### src/rtl/bf2_pkg.sv
// Shared types for the second-stage butterfly.
// Assumes sel_s/sel_t come straight from the frame counter bits.
package bf2_pkg;

    typedef enum logic [1:0] {
        BF2_STORE   = 2'd0,
        BF2_ADD     = 2'd1,
        BF2_ADD_ROT = 2'd2
    } bf2_mode_e;

    // Map the two counter bits to the stage's operating mode.
    function automatic bf2_mode_e bf2_decode(input logic s, input logic t);
        if (!s) begin
            return BF2_STORE;
        end else if (t) begin
            return BF2_ADD_ROT;
        end
        return BF2_ADD;
    endfunction

endpackage

### src/rtl/bf2_rotate.sv
// Multiply-by-minus-j unit. It swaps the real and imaginary parts and negates
// the new imaginary part, clamping at the most negative code. It is purely
// combinational and assumes two's complement operands.
module bf2_rotate #(
    parameter int W = 16
) (
    input  logic                en,
    input  logic signed [W-1:0] a_re,
    input  logic signed [W-1:0] a_im,
    output logic signed [W-1:0] r_re,
    output logic signed [W-1:0] r_im
);
    localparam logic signed [W-1:0] SMIN = {1'b1, {(W-1){1'b0}}};
    localparam logic signed [W-1:0] SMAX = ~SMIN;

    logic signed [W-1:0] neg_re;

    // Saturating negation of the real part.
    always_comb begin
        if (a_re == SMIN) begin
            neg_re = SMAX;
        end else begin
            neg_re = -a_re;
        end
    end

    // Choose between the rotated and the plain sample.
    always_comb begin
        if (en) begin
            r_re = a_im;
            r_im = neg_re;
        end else begin
            r_re = a_re;
            r_im = a_im;
        end
    end
endmodule

### src/rtl/bf2_delay_line.sv
// Feedback line of DEPTH complex words, built as a shift register. A word
// written at one edge reaches the head DEPTH edges later. A synchronous
// active-low reset clears every tap. Assumes DEPTH >= 1.
module bf2_delay_line #(
    parameter int W     = 17,
    parameter int DEPTH = 16
) (
    input  logic                clk,
    input  logic                rst_n,
    input  logic signed [W-1:0] wr_re,
    input  logic signed [W-1:0] wr_im,
    output logic signed [W-1:0] hd_re,
    output logic signed [W-1:0] hd_im
);
    logic signed [W-1:0] chain_re [DEPTH+1];
    logic signed [W-1:0] chain_im [DEPTH+1];

    assign chain_re[0] = wr_re;
    assign chain_im[0] = wr_im;

    for (genvar g = 0; g < DEPTH; g++) begin : g_tap
        logic signed [W-1:0] q_re;
        logic signed [W-1:0] q_im;

        // One tap: clear on reset, otherwise take the previous word.
        always_ff @(posedge clk) begin
            if (!rst_n) begin
                q_re <= '0;
                q_im <= '0;
            end else begin
                q_re <= chain_re[g];
                q_im <= chain_im[g];
            end
        end

        assign chain_re[g+1] = q_re;
        assign chain_im[g+1] = q_im;
    end

    assign hd_re = chain_re[DEPTH];
    assign hd_im = chain_im[DEPTH];
endmodule

### src/rtl/bf2_core.sv
// Butterfly arithmetic and the output register. In store mode it forwards the
// line head and feeds back the sample. In the add modes it outputs head + x and
// feeds back head - x. Assumes the head holds a stored sample (within W bits)
// whenever an add mode is active, so the W+1 bit results are exact.
module bf2_core
    import bf2_pkg::*;
#(
    parameter int W = 16
) (
    input  logic              clk,
    input  logic              rst_n,
    input  bf2_mode_e         mode,
    input  logic signed [W-1:0] x_re,
    input  logic signed [W-1:0] x_im,
    input  logic signed [W:0] h_re,
    input  logic signed [W:0] h_im,
    output logic signed [W:0] fb_re,
    output logic signed [W:0] fb_im,
    output logic signed [W:0] y_re,
    output logic signed [W:0] y_im
);
    logic signed [W:0] xe_re;
    logic signed [W:0] xe_im;
    logic signed [W:0] nxt_re;
    logic signed [W:0] nxt_im;

    assign xe_re = {x_re[W-1], x_re};
    assign xe_im = {x_im[W-1], x_im};

    // Select the output value and the feedback value for this cycle.
    always_comb begin
        if (mode == BF2_STORE) begin
            nxt_re = h_re;
            nxt_im = h_im;
            fb_re  = xe_re;
            fb_im  = xe_im;
        end else begin
            nxt_re = h_re + xe_re;
            nxt_im = h_im + xe_im;
            fb_re  = h_re - xe_re;
            fb_im  = h_im - xe_im;
        end
    end

    // Output register.
    always_ff @(posedge clk) begin
        if (!rst_n) begin
            y_re <= '0;
            y_im <= '0;
        end else begin
            y_re <= nxt_re;
            y_im <= nxt_im;
        end
    end

    AST_STORE_FORWARDS_HEAD: assert property (@(posedge clk) disable iff (!rst_n)
        (mode == BF2_STORE) |=> (y_re == $past(h_re) && y_im == $past(h_im)));
endmodule

### src/rtl/bf2_stage.sv
// Top of the second radix-2^2 delay-feedback butterfly. sel_s/sel_t are the two
// top bits of the frame counter. The -j rotation is applied to the input when
// both are set, ahead of the butterfly. Assumes N is a power of two, N >= 4.
module bf2_stage
    import bf2_pkg::*;
#(
    parameter int N = 64,
    parameter int W = 16
) (
    input  logic              clk,
    input  logic              rst_n,
    input  logic signed [W-1:0] in_re,
    input  logic signed [W-1:0] in_im,
    input  logic              sel_s,
    input  logic              sel_t,
    output logic signed [W:0] out_re,
    output logic signed [W:0] out_im
);
    localparam int DEPTH = N / 4;
    localparam int OW    = W + 1;
    localparam logic signed [W-1:0] SMIN = {1'b1, {(W-1){1'b0}}};
    localparam logic signed [W-1:0] SMAX = ~SMIN;

    bf2_mode_e           mode;
    logic signed [W-1:0] rot_re;
    logic signed [W-1:0] rot_im;
    logic signed [OW-1:0] head_re;
    logic signed [OW-1:0] head_im;
    logic signed [OW-1:0] fb_re;
    logic signed [OW-1:0] fb_im;

    // Decode the counter bits into a mode.
    assign mode = bf2_decode(sel_s, sel_t);

    bf2_rotate #(.W(W)) i_rotate (
        .en   (mode == BF2_ADD_ROT),
        .a_re (in_re),
        .a_im (in_im),
        .r_re (rot_re),
        .r_im (rot_im)
    );

    bf2_delay_line #(.W(OW), .DEPTH(DEPTH)) i_line (
        .clk   (clk),
        .rst_n (rst_n),
        .wr_re (fb_re),
        .wr_im (fb_im),
        .hd_re (head_re),
        .hd_im (head_im)
    );

    bf2_core #(.W(W)) i_core (
        .clk   (clk),
        .rst_n (rst_n),
        .mode  (mode),
        .x_re  (rot_re),
        .x_im  (rot_im),
        .h_re  (head_re),
        .h_im  (head_im),
        .fb_re (fb_re),
        .fb_im (fb_im),
        .y_re  (out_re),
        .y_im  (out_im)
    );

    // Widened copies for the sum-plus-difference check.
    logic signed [W+1:0] chk_out_re, chk_out_im, chk_fb_re, chk_fb_im, chk_h2_re, chk_h2_im;
    assign chk_out_re = {out_re[W], out_re};
    assign chk_out_im = {out_im[W], out_im};
    assign chk_fb_re  = {fb_re[W], fb_re};
    assign chk_fb_im  = {fb_im[W], fb_im};
    assign chk_h2_re  = {head_re, 1'b0};
    assign chk_h2_im  = {head_im, 1'b0};

    AST_ROT_SWAP: assert property (@(posedge clk) disable iff (!rst_n)
        (sel_s && sel_t) |-> (rot_re == in_im));
    AST_ROT_NEGATE: assert property (@(posedge clk) disable iff (!rst_n)
        (sel_s && sel_t && in_re != SMIN) |-> (rot_im + in_re == 0));
    AST_ROT_CLAMP: assert property (@(posedge clk) disable iff (!rst_n)
        (sel_s && sel_t && in_re == SMIN) |-> (rot_im == SMAX));
    AST_NO_ROT: assert property (@(posedge clk) disable iff (!rst_n)
        !(sel_s && sel_t) |-> (rot_re == in_re && rot_im == in_im));
    AST_SUM_DIFF_RE: assert property (@(posedge clk) disable iff (!rst_n)
        sel_s |=> (chk_out_re + $past(chk_fb_re) == $past(chk_h2_re)));
    AST_SUM_DIFF_IM: assert property (@(posedge clk) disable iff (!rst_n)
        sel_s |=> (chk_out_im + $past(chk_fb_im) == $past(chk_h2_im)));
endmodule

### config.mk
export PLATFORM = sky130hd
export DESIGN_NAME = bf2_stage
export DESIGN_NICKNAME = d
export VERILOG_FILES = /design/src/rtl/bf2_pkg.sv /design/src/rtl/bf2_rotate.sv /design/src/rtl/bf2_delay_line.sv /design/src/rtl/bf2_core.sv /design/src/rtl/bf2_stage.sv
export SDC_FILE = /design/constraint.sdc
export NUM_CORES = 1
export LEC_CHECK = 0
export CORE_MARGIN = 10
export CORE_UTILIZATION = 50
export DETAILED_ROUTE_END_ITERATION = 16
export HOLD_SLACK_MARGIN = 0.02
export PLACE_DENSITY = 0.66
export SYNTH_ARGS = -nofsm -noshare
export SYNTH_HDL_FRONTEND = slang
export SYNTH_SLANG_ARGS = --single-unit
### constraint.sdc
create_clock -name clk -period 7.5 [get_ports clk]
set_input_delay 1.5 -clock clk [delete_from_list [all_inputs] [get_ports clk]]
set_output_delay 1.5 -clock clk [all_outputs]
set_load 0.005 [all_outputs]
Word level (Yosys, flattened, before mapping)
Index checks and enable logic that the tools add are counted.
{"block": "word_totals", "ff_bits": 578, "input_bits": 36, "elab_cells": 54}
{"block": "op_classes", "addsub": 5, "eq_ne": 2, "mux": 12, "reduce_logical": 1}
{"operator": "two-way mux 17 bit", "n": 4}
{"operator": "two-way mux 16 bit", "n": 3}
{"operator": "adder 17 x 16 -> 17 bit", "n": 2}
{"operator": "subtractor 17 x 16 -> 17 bit", "n": 2}
{"operator": "== test 16 bit, second input constant", "n": 1}
{"operator": "negator 16 bit", "n": 1}
{"operator": "two-way mux 2 bit", "n": 3}
{"operator": "== test 2 bit, second input constant", "n": 1}
{"operator": "zero test 2 bit", "n": 1}
{"operator": "two-way mux 1 bit", "n": 2}

Depth between registers and ports, before layout
Gate-level depths: netlist of the first run.
{"block": "depth", "word_depth": 7, "mapped_depth": 18}

By module
A second synthesis of the first run with hierarchy kept.
{"block": "hier_totals", "hier_cells": 1943, "hier_area_um2": 20297.0}
{"mod": "bf2_delay_line", "instances": 1, "cells_per_inst": 1148, "area_per_inst_um2": 14712.9, "seq_area_each_um2": 10890.4}
{"mod": "bf2_core", "instances": 1, "cells_per_inst": 694, "area_per_inst_um2": 4864.7, "seq_area_each_um2": 680.7}
{"mod": "bf2_rotate", "instances": 1, "cells_per_inst": 99, "area_per_inst_um2": 703.2, "seq_area_each_um2": 0.0}
{"mod": "bf2_stage", "instances": 1, "cells_per_inst": 2, "area_per_inst_um2": 16.3, "seq_area_each_um2": 0.0}

Worst setup path before layout of the first run
OpenSTA, ideal clock, no wires.
{"block": "synth_path", "path_kind": "input to register", "startpoint": "input in_re[9]", "endpoint": "register i_core.y_im[16]", "arrival_ns": 5.525, "required_ns": 7.428, "path_slack_ns": 1.903, "cell_stages": 16, "path_buffers": 2, "path_cell_list": "or4_4 -> or4_4 -> or3_2 -> o21ai_1 -> buf_2 -> o22a_1 -> ha_1 -> clkbuf_1 -> a21o_1 -> a21o_1 -> a21oi_1 -> a21boi_0 -> o21ai_0 -> a211oi_1 -> mux2i_1 -> mux2i_1"}
{"block": "synth_via", "elab_chain_len": 5}
{"element": "start, declared", "line": "bf2_stage.sv:12", "rtl": "input logic signed [W-1:0] in_re,"}
{"element": "negator 16 bit or == test 16 bit (tied branches)", "line": "bf2_rotate.sv:23, bf2_rotate.sv:20"}
{"element": "two-way mux 16 bit *", "line": "bf2_rotate.sv:20", "rtl": "if (a_re == SMIN) begin"}
{"element": "two-way mux 16 bit *", "line": "bf2_rotate.sv:29", "rtl": "if (en) begin"}
{"element": "adder 17 x 16 -> 17 bit *", "line": "bf2_core.sv:39", "rtl": "nxt_im = h_im + xe_im;"}
{"element": "two-way mux 17 bit *", "line": "bf2_core.sv:32", "rtl": "if (mode == BF2_STORE) begin"}
{"element": "end signal, assigned", "line": "bf2_core.sv:52", "rtl": "y_im <= nxt_im;"}
{"element": "end, declared", "line": "bf2_core.sv:20", "rtl": "output logic signed [W:0] y_im"}
Every way passes the cells marked *; elsewhere a longest branch is shown, timed or not.
A chain may end at the register's enable or synchronous reset.

Worst setup path after layout of the first run
{"block": "layout_path", "startpoint": "input in_re[8]", "endpoint": "register i_core.y_im[16]"}
Same word-level chain as after synthesis.

==> impl_metrics.tcl, run 1 <==
set metrics [dict create \
    status "completed" \
    chipHeight_um 218 \
    synth_edf_count 0 \
    fin_skew_ns 0.0256 \
    async_reset_ff_share_pct 0 \
    final_nets 1981 \
    vias 11700 \
    cts_hold_buf 0 \
    root_buffer "clkbuf_16" \
    ys_seq_elements 578 \
    crit_required_ns 8.03 \
    clkSinkCount 578 \
    cp_slowest_cell "or4_4" \
    syn_area_per_cell_um2 10.6 \
    grt_usage_pct 16.6 \
    cts.htree.levels 2 \
    syn_inst 1836 \
    drive_gt1_share_pct 5.85 \
    p_total_mw 6.17 \
    area_growth_pct 14.5 \
    via_per_inst 4.80 \
    critPathMaxFanout 14 \
    worst_pin_slew_ns 0.929 \
    place.gp.congestion 0.918 \
    synth.distinct_cells 61 \
    grt_pass1_vias 11300 \
    seq_area_frac_synth_pct 59.2 \
    slew_violations 0 \
    drc 0 \
    clk_path_buf_depth 3 \
    syn-num-nets 1943 \
    cp-start-kind "primary input" \
    yosys_warnings 0 \
    multi_input_area_um2 7350 \
    cts_tree "yes" \
    dieArea_um2 47400 \
    antenna_left 0 \
    end_kind "flip-flop" \
    clkTransAtPathRegs_ns 0.06 \
    synth_ff_type "dfxtp_1" \
    hold_class "flip-flop to flip-flop" \
    setup_tns_ns 0 \
    cp_slowest_stage_delay_ns 0.58 \
    grt_pass1_wl_um 62400 \
    first_iter_violations 829 \
    initial_core_util_pct 50.6 \
    fp-row-count 72 \
    die_width_um 218 \
    power_density_nw_per_um2 276 \
    routedWlPerCell_um 16.2 \
    cts_setup_buffers 0 \
    grt_max_degree 344 \
    rsz0062_at_grt "no" \
    seq_area_um2 11600 \
    fillerInstances 3232 \
    p_leak_nw 9.55 \
    worst-setup-path-type "primary input to flip-flop" \
    portBuffers 69 \
    cp_cell_sequence "clkdlybuf4s50_1, or4_4, or4_4, or3_2, o21ai_1, buf_4, o22a_1, ha_1, a21o_1, a21o_1, a21oi_1, a21boi_0, o21ai_0, a211oi_1, mux2i_1, mux2i_1" \
    hold_viol_final 0 \
    drv_cap 0 \
    ioPinCount 70 \
    period_needed_ns 6.16 \
    post-dp-hpwl_um 26300 \
    syn_area_um2 19500 \
    vdd_drop_max_uv 256 \
    antenna_found_initial 1 \
    min_period_over_period_pct 82.1 \
    dr.pass1.iters 5 \
    routed_wl_um 39400 \
    cts_resized 0 \
    grt_overflow 0 \
    core_area_um2 38600 \
    numCtsBuffers 54 \
    clk_latency_ns 0.60 \
    crit_arrival_ns 6.69 \
    relSlewSlack_pct 38.1 \
    setup_viol 0 \
    fmax_mhz 162 \
]
==> where the power goes <==
group          total (mW)  switching [mW]  internal, mW
Combinational       0.310           0.191         0.119
Clock                2.73            1.16          1.57
Sequential           3.14          0.0177          3.12
==> cell type report <==
type,count,area share (%)
clock buffer,69,6.56
sequential,578,51.7
antenna,4,0.0447
clock inverter,29,1.52
inverter,62,1.04
timing repair buffer,76,3.38
multi-input combinational,1102,32.9
tap,518,2.90
==> cells in the mapped netlist, drive strengths merged, types with 2 or more instances <==
cell	count	area [um2]
xnor2	49	429
xor2	14	123
o211ai	2	15.0
o21bai	17	128
nor2	55	206
o211a	9	90.1
and3	2	13.8
a21oi	61	305
fa	4	80.1
or2	2	12.5
o21a	6	45.0
a211oi	14	105
nand4	6	37.5
or3	4	26.3
nand3	9	45.0
mux2i	26	264
a21o	13	97.6
a2111oi	2	17.5
o22a	15	131
nor2b	22	138
a31oi	4	25.0
a21boi	6	45.0
nand2	86	323
ha	67	838
a221oi	2	17.5
clkinv	2	7.51
and2	514	3220
nor3	17	85.1
o21ai	35	175
nor4	4	25.0
nand3b	2	15.0
o41ai	3	26.3
clkbuf	87	327
nand2b	8	57.6
inv	60	225
buf	7	57.5
o31ai	7	52.6
dfxtp	578	11600
or4	4	41.3
==> logic make-up after synthesis <==
group                    after synthesis  share of synthesized area, %
AND/OR/NAND/NOR                      739                          21.9
flip-flops                           578                          59.2
AO/OA/AOI/OAI                        202                          6.80
buffers and inverters                156                          3.16
adder cells (fa/ha/maj)               71                          4.70
XOR/XNOR                              63                          2.82
multiplexers                          27                          1.41
==> metrics by stage <==
step                cells  hold slack [ns]  cell area, um2  util (%)  setup slack (ns)
floorplan            1836            0.406           19500         -              1.90
global placement     2336            0.409           20600      53.2             0.990
detailed placement   2336            0.417           20600      53.2             0.903
CTS                  2434            0.429           22400      57.9              1.51
global route         2435            0.435           22400      57.9              1.12
finish               2438            0.423           22400      57.9              1.34
==> layout by cell type, fill, tap and decap left out, types with 13 or more instances in the layout <==
master	count
dfxtp_1	578
and2_1	513
nand2_1	86
ha_1	67
clkdlybuf4s50_1	67
a21oi_1	61
inv_1	59
nor2_1	55
clkbuf_16	54
xnor2_1	49
o21ai_0	34
mux2i_1	25
nor2b_1	22
nor3_1	17
o21bai_1	17
o22a_1	15
xor2_1	14
a211oi_1	14
a21o_1	13
==> path summary, 6_finish.rpt <==
path                                                            from                                    to  slack [ns]  cells after the start
worst max register to register            i_line.hd_im[8]$_SDFF_PN0_            i_core.y_im[16]$_SDFF_PN0_        4.39                      9
worst min-delay path            i_line.g_tap[13].q_im[14]$_SDFF_PN0_  i_line.g_tap[14].q_im[14]$_SDFF_PN0_        0.42                      1
worst min register to register  i_line.g_tap[13].q_im[14]$_SDFF_PN0_  i_line.g_tap[14].q_im[14]$_SDFF_PN0_        0.42                      1
worst max-delay path                                        in_re[8]            i_core.y_im[16]$_SDFF_PN0_        1.34                     16
==> registers in the layout, summed over array words and instances (netlist names) <==
| name | flops |
|---|---|
| i_line.g_tap.q_im | 255 |
| i_line.g_tap.q_re | 255 |
| i_core.y_im | 17 |
| i_core.y_re | 17 |
| i_line.hd_im | 17 |
| i_line.hd_re | 17 |
==> worst max-delay path: cells and delay by family <==
kind,cells,cell delay (ns)
and+or+nand+nor,3,1.48
buffers and inverters,2,0.76
adders and majority gates,1,0.33
AOI/OAI and AO/OA,8,2.14
muxes,2,0.45
==> layer usage <==
| layer | track usage [%] | vias to the layer above | part of all wire [%] |
|---|---|---|---|
| li1 | - | 5922 | - |
| met4 | 7.32 | 0 | 3.2 |
| met3 | 3.04 | 74 | 4.8 |
| met5 | 0 | - | 0 |
| met2 | 25.2 | 255 | 43 |
| met1 | 22.8 | 5462 | 49 |
Note: power is estimated with default switching activity, not from simulation.
==> run 2, diff against run 1 <==
--- a/config.mk
+++ b/config.mk
@@ -9,7 +9,7 @@
 export CORE_UTILIZATION = 50
 export DETAILED_ROUTE_END_ITERATION = 16
 export HOLD_SLACK_MARGIN = 0.02
-export PLACE_DENSITY = 0.66
+export PLACE_DENSITY = 0.69
 export SYNTH_ARGS = -nofsm -noshare
 export SYNTH_HDL_FRONTEND = slang
 export SYNTH_SLANG_ARGS = --single-unit
==> constraint.sdc (replaced) <==
create_clock -name clk -period 5.1 [get_ports clk]
set_input_delay 1.02 -clock clk [delete_from_list [all_inputs] [get_ports clk]]
set_output_delay 1.02 -clock clk [all_outputs]
set_load 0.005 [all_outputs]
==> run 2 against run 1 <==
Combinational power grew 61%; wire length is 1.6% higher; flip-flop and latch count did not move; core utilization increased by 1.9 points; first-iteration DRC count decreased by 18%; clock power increased by 46%; final area up 3.3%; die area unchanged; sequential share of layout area is 1.6 points lower; critical path type unchanged; count of clock-buffer cells in the layout unchanged; clock skew down 0.0082 ns; sequential power up 47%.
==> impl_metrics.tcl, run 2 (synthesis results as in run 1) <==
set metrics [dict create \
    status "completed" \
    slew_violations 0 \
    drc 0 \
    p_total_mw 9.10 \
    core_area_um2 38600 \
    layout_setup_ws_ns 0.201 \
    grt_pass1_wl_um 62900 \
    drive_gt1_share_pct 10.6 \
    grt_overflow 0 \
    crit_family "simple AND/OR/NAND/NOR gates" \
    numCtsBuffers 55 \
    swShare_pct 22.2 \
    power_switching_mw 2.02 \
    cts_setup_buffers 0 \
    cp_slowest_cell "or4_4" \
    chipHeight_um 218 \
    ioPinCount 70 \
    stdcell_count 2521 \
    portBuffers 69 \
    cp-start-kind "primary input" \
    relSlewSlack_pct 27.4 \
    dp_cells 2423 \
    grt_usage_pct 16.8 \
    clk_path_buf_depth 3 \
    p_leak_nw 10.0 \
    crit_end "i_core.y_im[16]$_SDFF_PN0_" \
    vias 11900 \
    cp_num_buf_inv 4 \
    r2r-start "i_line.hd_re[0]$_SDFF_PN0_" \
    via_per_inst 4.72 \
    routedWlPerCell_um 15.9 \
    cp_slowest_stage_delay_ns 0.54 \
    power_frac_seq_pct 50.6 \
    pwr-share-clk_pct 43.9 \
    initial_core_util_pct 50.6 \
    hold_start "i_line.g_tap[12].q_im[13]$_SDFF_PN0_" \
    reg2reg_to "i_core.y_re[14]$_SDFF_PN0_" \
    fin_skew_ns 0.0174 \
    final_nets 2069 \
    dr.pass1.iters 5 \
    crit_required_ns 5.64 \
    met2WireLength_um 17600 \
    drv_cap 0 \
    setup_viol 0 \
    dieArea_um2 47400 \
    cts_tree "yes" \
    worst-setup-path-type "primary input to flip-flop" \
    antenna_found_initial 5 \
    hold_class "flip-flop to flip-flop" \
    layout_common_cells "dfxtp_1, and2_1, buf_4" \
    cts.htree.levels 2 \
    reg2reg_depth 10 \
    top_layer "met4" \
    die_width_um 218 \
    critPathMaxFanout 8 \
    grt_max_degree 305 \
    path_common_cell "buf_4" \
    final_common_cell "dfxtp_1" \
    path_depth 18 \
    cp_cell_sequence "clkdlybuf4s50_1, or4_4, or4_4, or3_2, o21ai_2, buf_4, buf_4, o22a_1, ha_1, a21o_1, a21o_1, a21oi_1, a21boi_2, o21ai_0, buf_4, a211oi_1, mux2i_1, mux2i_1" \
    antenna_left 0 \
    dp_worst_setup_slack_ns -0.699 \
    dr_wl_met3_um 1780 \
    place.gp.congestion 0.884 \
    crit_arrival_ns 5.43 \
    power_density_nw_per_um2 394 \
    routed_wl_um 40000 \
    period_needed_ns 4.90 \
    fin_worst_hold_slack_ns 0.418 \
    vdd_drop_max_uv 348 \
    p_comb_share_pct 5.5 \
    first_iter_violations 682 \
    clk_latency_ns 0.60 \
    min_path_cells 1 \
    end_kind "flip-flop" \
    wl_met1_um 19400 \
    fp-row-count 72 \
    intPower_mw 7.09 \
    clkTransAtPathRegs_ns 0.07 \
    worst_pin_slew_ns 1.09 \
    area_growth_pct 18.3 \
    clkSinkCount 578 \
    fillerInstances 3217 \
    post-dp-hpwl_um 27000 \
    hold_viol_final 0 \
    min_period_over_period_pct 96.1 \
    top_regs "i_line.g_tap.q_im (255), i_line.g_tap.q_re (255)" \
    worst-r2r-setup-slack_ns 2.20 \
    fmax_mhz 204 \
    grt_pass1_vias 11500 \
    startpoint "in_re[9]" \
    root_buffer "clkbuf_16" \
]
## run 2: cell types whose count changed in the layout (fill, tap and decap cells not counted), moves of 3 or more
cell and change:
buf_4 +87, clkbuf_1 -5, clkbuf_8 +4, diode_2 -3
## run 2: area by class of cell
cell class | count | area, um2 | share of cell area [%]
clock buffers | 69 | 1530 | 6.62
multi-input cells | 1102 | 7430 | 32.1
clock inverters | 28 | 289 | 1.25
inverters | 62 | 233 | 1.01
well taps | 518 | 648 | 2.80
diodes | 1 | 2.50 | 0.0108
flip-flops and latches | 578 | 11600 | 50.1
repair buffers | 163 | 1410 | 6.10
## run 2: how the worst min path moves through the flow
stage / end / slack [ns]
after global placement: i_line.g_tap[14].q_im[0]$_SDFF_PN0_ / 0.41
final: i_line.g_tap[13].q_im[13]$_SDFF_PN0_ / 0.42
after global routing: i_line.g_tap[12].q_im[13]$_SDFF_PN0_ / 0.44
after detailed placement: i_line.g_tap[12].q_im[13]$_SDFF_PN0_ / 0.42
after floorplan: i_line.g_tap[14].q_im[0]$_SDFF_PN0_ / 0.41
after CTS: i_line.g_tap[14].q_re[1]$_SDFF_PN0_ / 0.42
## run 2: layer usage
metal	vias up	GRT usage (%)
li1	6106	-
met2	192	26.1
met3	67	2.87
met5	-	0
met1	5543	22.8
met4	0	6.60
## run 2: timing repair
| item | CTS | global route |
|---|---|---|
| resized for setup | 2 | 12 |
| hold buffers | 0 | 0 |
| gates cloned | 0 | 0 |
| pin swaps | 0 | 2 |
| setup endpoints to repair | 2 | 9 |
## run 2: power by group through the flow
stage | registers (mW) | logic, mW | clock network, mW
3_5_place_dp | 4.71 | 0.495 | 0
6_report | 4.61 | 0.499 | 3.99
5_1_grt | 4.61 | 0.550 | 4.28
2_1_floorplan | 4.70 | 0.282 | 0
4_1_cts | 4.61 | 0.500 | 4.10
3_3_place_gp | 4.71 | 0.496 | 0
## run 2: stage by stage
step / util [%] / TNS (ns) / area (um2)
6_report: 59.8 / 0 / 23100
5_1_grt: 59.8 / -0.0196 / 23100
4_1_cts: 59.6 / 0 / 23000
3_5_place_dp: 54.9 / -6.73 / 21200
3_3_place_gp: 54.9 / -6.48 / 21200
2_1_floorplan: - / 0 / 19500
